<file path="config.mk">
export PLATFORM = sky130hd
export DESIGN_NAME = eag_top
export DESIGN_NICKNAME = d
export VERILOG_FILES = /design/src/rtl/eag_pkg.sv /design/src/rtl/eag_offset_calc.sv /design/src/rtl/eag_seg_select.sv /design/src/rtl/eag_phys_add.sv /design/src/rtl/eag_top.sv
export SDC_FILE = /design/constraint.sdc
export NUM_CORES = 1
export LEC_CHECK = 0
export BUFFER_PORTS_ARGS = -buffer_cell sky130_fd_sc_hd__buf_4
export CORE_MARGIN = 2
export CORE_UTILIZATION = 55
export CTS_BUF_LIST = sky130_fd_sc_hd__clkbuf_2
export DETAILED_ROUTE_END_ITERATION = 7
export PLACE_DENSITY = 0.92
export SETUP_SLACK_MARGIN = 0.3
export SYNTH_ARGS = -nofsm -noshare
export SYNTH_HDL_FRONTEND = slang
export SYNTH_HIERARCHICAL = 1
export SYNTH_SLANG_ARGS = --single-unit
</file>
<file path="constraint.sdc">
create_clock -name clk -period 6.7 [get_ports clk]
set_input_delay 0 -clock clk [delete_from_list [all_inputs] [get_ports clk]]
set_output_delay 0 -clock clk [all_outputs]
set_load 0.02 [all_outputs]
</file>
<file path="src/rtl/eag_pkg.sv">
// Shared types for the effective address generator.
// Assumes the segment code order ES, CS, SS, DS used at the top ports.
package eag_pkg;
    typedef enum logic [1:0] {
        SEG_ES = 2'd0,
        SEG_CS = 2'd1,
        SEG_SS = 2'd2,
        SEG_DS = 2'd3
    } seg_id_e;

    localparam logic [1:0] MODE_NODISP = 2'b00;
    localparam logic [1:0] MODE_DISP8  = 2'b01;
    localparam logic [1:0] MODE_DISP16 = 2'b10;
    localparam logic [1:0] MODE_REG    = 2'b11;
    localparam logic [2:0] RM_DIRECT  = 3'b110;
endpackage

</file>
<file path="src/rtl/eag_offset_calc.sv">
// Offset calculator: forms the 16-bit effective offset from mode, r/m,
// the displacement bytes and the base/index registers.
// It also reports whether BP is in the sum and whether the operand is a register.
// Assumes the offset is exactly two displacement bytes wide.
module eag_offset_calc
    import eag_pkg::*;
#(
    parameter int DISP_W = 8,
    localparam int OFS_W = 2 * DISP_W
) (
    input  logic [1:0]        mode,
    input  logic [2:0]        rm,
    input  logic [DISP_W-1:0] disp_lo,
    input  logic [DISP_W-1:0] disp_hi,
    input  logic [OFS_W-1:0]  reg_bx,
    input  logic [OFS_W-1:0]  reg_bp,
    input  logic [OFS_W-1:0]  reg_si,
    input  logic [OFS_W-1:0]  reg_di,
    output logic [OFS_W-1:0]  offset,
    output logic              uses_bp,
    output logic              is_reg
);
    logic [OFS_W-1:0] disp_ext;
    logic [OFS_W-1:0] base_sum;
    logic             direct;

    // Pick the displacement form selected by the mode field.
    always_comb begin
        case (mode)
            MODE_DISP8:  disp_ext = {{DISP_W{disp_lo[DISP_W-1]}}, disp_lo};
            MODE_DISP16: disp_ext = {disp_hi, disp_lo};
            default:     disp_ext = '0;
        endcase
    end

    // Pick the base/index sum selected by r/m.
    always_comb begin
        case (rm)
            3'b000:  base_sum = reg_bx + reg_si;
            3'b001:  base_sum = reg_bx + reg_di;
            3'b010:  base_sum = reg_bp + reg_si;
            3'b011:  base_sum = reg_bp + reg_di;
            3'b100:  base_sum = reg_si;
            3'b101:  base_sum = reg_di;
            3'b110:  base_sum = reg_bp;
            default: base_sum = reg_bx;
        endcase
    end

    // Resolve the special direct form, the register form and the BP flag.
    always_comb begin
        direct  = (mode == MODE_NODISP) && (rm == RM_DIRECT);
        is_reg  = (mode == MODE_REG);
        uses_bp = !is_reg && !direct &&
                  ((rm == 3'b010) || (rm == 3'b011) || (rm == 3'b110));
        if (is_reg)
            offset = '0;
        else if (direct)
            offset = {disp_hi, disp_lo};
        else
            offset = base_sum + disp_ext;
    end
endmodule

</file>
<file path="src/rtl/eag_seg_select.sv">
// Segment selector: chooses the default segment (stack segment when BP is used,
// data segment otherwise), or the override, and returns its code and value.
// Assumes the four segment values arrive in code order ES, CS, SS, DS.
module eag_seg_select
    import eag_pkg::*;
#(
    parameter int SEG_W = 16,
    parameter int N_SEG = 4,
    localparam int SID_W = $clog2(N_SEG)
) (
    input  logic [N_SEG-1:0][SEG_W-1:0] seg_vals,
    input  logic                        uses_bp,
    input  logic                        ovr_en,
    input  logic [SID_W-1:0]            ovr_sel,
    output logic [SID_W-1:0]            seg_id,
    output logic [SEG_W-1:0]            seg_val
);
    // Choose the segment code, then index the segment value by that code.
    always_comb begin
        if (ovr_en)
            seg_id = ovr_sel;
        else if (uses_bp)
            seg_id = SID_W'(SEG_SS);
        else
            seg_id = SID_W'(SEG_DS);
        seg_val = seg_vals[seg_id];
    end
endmodule

</file>
<file path="src/rtl/eag_phys_add.sv">
// Physical address adder: shifts the segment value left, adds the offset
// (wrapping at the address width), and flags odd word accesses.
// Assumes the offset and segment widths are equal.
module eag_phys_add #(
    parameter int OFS_W     = 16,
    parameter int SEG_SHIFT = 4,
    localparam int PA_W     = OFS_W + SEG_SHIFT
) (
    input  logic [OFS_W-1:0] seg_val,
    input  logic [OFS_W-1:0] offset,
    input  logic             word_acc,
    input  logic             is_reg,
    output logic [PA_W-1:0]  phys,
    output logic             split
);
    // Form the wrapped physical address and the two-cycle indication.
    always_comb begin
        if (is_reg)
            phys = '0;
        else
            phys = {seg_val, {SEG_SHIFT{1'b0}}} + PA_W'(offset);
        split = word_acc && !is_reg && phys[0];
    end
endmodule

</file>
<file path="src/rtl/eag_top.sv">
// Effective address generator top: the combinational address path with one
// output register and a valid/ready handshake.
// Assumes the consumer holds out_ready stable except at clock edges.
module eag_top
    import eag_pkg::*;
#(
    parameter int DISP_W    = 8,
    parameter int SEG_SHIFT = 4,
    localparam int OFS_W    = 2 * DISP_W,
    localparam int PA_W     = OFS_W + SEG_SHIFT
) (
    input  logic              clk,
    input  logic              rst_n,
    input  logic              in_valid,
    output logic              in_ready,
    input  logic [1:0]        mode,
    input  logic [2:0]        rm,
    input  logic [DISP_W-1:0] disp_lo,
    input  logic [DISP_W-1:0] disp_hi,
    input  logic [OFS_W-1:0]  reg_bx,
    input  logic [OFS_W-1:0]  reg_bp,
    input  logic [OFS_W-1:0]  reg_si,
    input  logic [OFS_W-1:0]  reg_di,
    input  logic [OFS_W-1:0]  seg_es,
    input  logic [OFS_W-1:0]  seg_cs,
    input  logic [OFS_W-1:0]  seg_ss,
    input  logic [OFS_W-1:0]  seg_ds,
    input  logic              ovr_en,
    input  logic [1:0]        ovr_sel,
    input  logic              word_acc,
    output logic              out_valid,
    input  logic              out_ready,
    output logic [OFS_W-1:0]  out_offset,
    output logic [1:0]        out_seg_id,
    output logic [PA_W-1:0]   out_phys,
    output logic              out_is_reg,
    output logic              out_split
);
    logic [OFS_W-1:0]         c_offset;
    logic                     c_uses_bp;
    logic                     c_is_reg;
    logic [1:0]               c_seg_id;
    logic [OFS_W-1:0]         c_seg_val;
    logic [PA_W-1:0]          c_phys;
    logic                     c_split;
    logic [3:0][OFS_W-1:0]    seg_vals;
    logic                     accept;

    assign seg_vals = {seg_ds, seg_ss, seg_cs, seg_es};
    assign in_ready = !out_valid || out_ready;
    assign accept   = in_valid && in_ready;

    eag_offset_calc #(.DISP_W(DISP_W)) u_ofs (
        .mode(mode), .rm(rm), .disp_lo(disp_lo), .disp_hi(disp_hi),
        .reg_bx(reg_bx), .reg_bp(reg_bp), .reg_si(reg_si), .reg_di(reg_di),
        .offset(c_offset), .uses_bp(c_uses_bp), .is_reg(c_is_reg)
    );

    eag_seg_select #(.SEG_W(OFS_W), .N_SEG(4)) u_seg (
        .seg_vals(seg_vals), .uses_bp(c_uses_bp), .ovr_en(ovr_en),
        .ovr_sel(ovr_sel), .seg_id(c_seg_id), .seg_val(c_seg_val)
    );

    eag_phys_add #(.OFS_W(OFS_W), .SEG_SHIFT(SEG_SHIFT)) u_add (
        .seg_val(c_seg_val), .offset(c_offset), .word_acc(word_acc),
        .is_reg(c_is_reg), .phys(c_phys), .split(c_split)
    );

    // Output valid flag: set on accept, cleared when the result is taken.
    always_ff @(posedge clk) begin
        if (!rst_n)
            out_valid <= 1'b0;
        else if (accept)
            out_valid <= 1'b1;
        else if (out_ready)
            out_valid <= 1'b0;
    end

    // Result register: loads only on accept, so it holds under backpressure.
    always_ff @(posedge clk) begin
        if (!rst_n) begin
            out_offset <= '0;
            out_seg_id <= '0;
            out_phys   <= '0;
            out_is_reg <= 1'b0;
            out_split  <= 1'b0;
        end else if (accept) begin
            out_offset <= c_offset;
            out_seg_id <= c_seg_id;
            out_phys   <= c_phys;
            out_is_reg <= c_is_reg;
            out_split  <= c_split;
        end
    end

    AST_VALID_AFTER_ACCEPT: assert property (@(posedge clk) disable iff (!rst_n)
        (in_valid && in_ready) |=> out_valid);
    AST_HOLD_UNDER_STALL: assert property (@(posedge clk) disable iff (!rst_n)
        (out_valid && !out_ready) |=> (out_valid && $stable(out_phys) && $stable(out_offset)));
    AST_STALL_BLOCKS_INPUT: assert property (@(posedge clk) disable iff (!rst_n)
        (out_valid && !out_ready) |-> !in_ready);
    AST_REG_NO_ADDRESS: assert property (@(posedge clk) disable iff (!rst_n)
        (out_valid && out_is_reg) |-> (out_phys == '0 && out_offset == '0 && !out_split));
    AST_SPLIT_ONLY_ODD: assert property (@(posedge clk) disable iff (!rst_n)
        (out_valid && out_split) |-> (out_phys[0] && !out_is_reg));
    AST_LOW_NIBBLE_FROM_OFFSET: assert property (@(posedge clk) disable iff (!rst_n)
        (out_valid && !out_is_reg) |-> (out_phys[SEG_SHIFT-1:0] == out_offset[SEG_SHIFT-1:0]));
endmodule

</file>
==> impl_results.md <==
* Clk slew on worst S/H paths at ~210 ps
* R2R setup slack at between 5000 and 6000 ps
* Cell taking the most area after synthesis: mux2i_1
* IO Pins at roughly 200
* Setup TNS at 0 ps
* DR DRC count at 0
* GRT met2 Usage at 52.7%
* # setup viols final at 0
* H-tree levels at 2
* Tmin final at between 5000 and 6000 ps
* Upper clock frequency limit at between 150 and 200 MHz
* Vias in the first global route at roughly 6700
* Synth top area cells: mux2i_1 14%, dfxtp_1 12%, ha_1 12%
* Die Area at 13100 µm²
* Root buffer cell: clkbuf_2
* Port bufs at about 200
* Clk Latency, worst-skew pair at slightly below 400 ps
* Fin nets at 1246
* Largest net degree at the start of global routing at about 80
* Mapped Nets at between 1000 and 1500
* Reg2Reg Depth at 3
* Routability congestion estimate at a little under 1
* Asr flop ratio synth at 0%
* Vias per inst at 5.98
* R2R Path Start: out_valid
* Primary FF master, synth: dfxtp_1
* Avg Inst Size Synth at 7.94 µm²
* TritonCTS clock tree: yes
* Die W at 115 µm
* Final antenna-violating net count at 0
* Pleak at 4.03 nW
* Tightest Hold Check Type: in -> reg
* Clock sink count at 41
* Initial core utilization at ~56%
* Mapped Cells at ~850
* DR WL/cell at approximately 17 µm
* Crit Path Class: in -> reg
* DP HPWL at 15.6 mm
* CP arrival at roughly 6300 ps
* CTS max path bufs at 2
* Most frequent cells in the layout: 204 x buf_4, 146 x nand2_1, 94 x mux2i_1
* Drt initial violations at 557
* Max stage delay on crit path at ~420 ps
* Worst reg2reg path endpoint: out_phys[1]
* Post-synthesis sequential area ratio at around 12%
* Max-cap viol count at 0
* Status: finished clean
* Crit path max fanout at 18
* Slack of the critical path at just over 700 ps
* RSZ-0062 raised after global routing: no
* Yosys warnings at 6
* Slew @ Worst Pin at a little over 1000 ps
* Placed cell count at ~1200
* Top-area cell type share of the netlist area at roughly 14%
* Placeable Area at roughly 12000 µm²
* Dpl ws at approximately 240 ps
* Share of post-route cells with drive strength above 1 at roughly 29%
* Min Hold Slack at roughly 47 ps
* First-pass GRT wire length at 31.2 mm
* Worst setup EP type: flop
* GR Util All Layers at between 20 and 30%
* Met1 global-route usage at a little over a third
* Clock buffer count from CTS at 5
* Routed via count at approximately 7000
* Die H at 115 µm
* Commonest non-fill, non-tap cell in the layout: buf_4
* Worst hold stages at 5
* Hold_sp: disp_lo[6]
* PD cells at around 170 nW/µm²
* Mapped cell area at ~6700 µm²
* Post-CTS setup buffers at 0
* Cell variety after synth at between 70 and 80
* Drt total wl at approximately 20 mm
* Grt total ovfl at 0
* Number of diodes at 0
* Synthesized flop and latch total at just over 40
* Max FFs per register at 20
* Final std cells w/o fill at 1168
* Crit path launch type: input pin
* Row count at 40
* Largest reg by FF count: out_phys
* Syn-to-layout area delta at 23.2%
* Crit share post-route at 89.4%
* Pins over their slew limit at 0
* Peak VDD IR at a little over 0.2 mV
* Crit-path slowest cell: fa_1
* GRT busiest layer: met2
* WHS Endpoint: out_offset[6]
* CP Data Required Time at between 6000 and 7000 ps
* Worst Clk Skew at roughly 8 ps
* Pre-antenna DRT Iters at 5
* Max transition margin at between 30% and 40%
* Biggest regs: out_phys (20), out_offset (16), out_seg_id (2)
* Number of synthesized flops with an enable pin at 0
* Initial antenna violation count at 0
* Hold Vio Cnt, Final at 0
* Routing usage on met3 at under 10%
[critical path: cells and delay by family]
kind	cells	cell delay [ps]
muxes	3	690
buffers and inverters	2	250
and+or+nand+nor	8	1340
AOI/OAI and AO/OA	15	2570
adders and majority gates	4	1150
xor gates and xnor gates	2	280
[cell type report]
type | count | area [µm²]
tap | 147 | 184
sequential | 41 | 821
fill | 919 | 3670
inverter | 22 | 82.6
multi-input combinational | 739 | 5560
clock inverter | 1 | 5.00
clock buffer | 5 | 25.0
timing repair buffer | 213 | 1620
[report_power, final]
part           switching, mW  leakage (nW)  internal, mW
logic                  0.531          3.67         0.450
registers             0.0190         0.336         0.278
clock network         0.0815        0.0247        0.0213
[through the flow]
stage                     power, mW  util, %  area [µm²]
after detailed placement       1.25     68.3        8170
after global placement         1.23     68.3        8170
after global routing           1.48     69.4        8300
after CTS                      1.36     69.2        8280
final                          1.38     69.4        8300
after floorplan               0.985        -        6730
[routing by layer]
layer | part of all wire [%] | wire (µm) | vias up
li1 | - | - | 3415
met1 | 40 | 7880 | 3235
met2 | 50 | 9830 | 282
met3 | 6.5 | 1270 | 53
met4 | 2.9 | 577 | 0
met5 | 0 | 0 | -
[cells in the mapped netlist, drive strengths merged (22+ instances only)]
master	instances
a211oi	23
a21oi	45
clkbuf	31
dfxtp	41
ha	63
inv	22
mux2	52
mux2i	95
nand2	147
nor2	47
o21ai	27
[cell families (layout without fill, tap and decap cells)]
group | Yosys count | after routing | synth area share [%]
DFF | 41 | 41 | 12.2
and+or+nand+nor | 299 | 299 | 20.9
AOI/OAI and AO/OA | 188 | 188 | 20.2
muxes | 148 | 148 | 23.3
adders and majority gates | 67 | 67 | 12.9
xor gates and xnor gates | 37 | 37 | 5.02
buffers and inverters | 68 | 241 | 5.48
[worst max path at each step]
stage          startpoint  cells after the start           end
3_3_place_gp        rm[1]                     34  out_phys[16]
4_1_cts             rm[1]                     34  out_phys[16]
6_report            rm[2]                     34  out_phys[16]
5_1_grt             rm[2]                     34  out_phys[16]
2_1_floorplan       rm[0]                     31  out_phys[16]
3_5_place_dp        rm[2]                     34  out_phys[16]
[what timing repair did]
action                                 in CTS  in global routing
endpoints found under the hold margin       7                  1
setup endpoints to repair                   0                  5
resized for setup                           0                  6
hold buffers                                8                  1
Power figures use the tool's default switching activity.
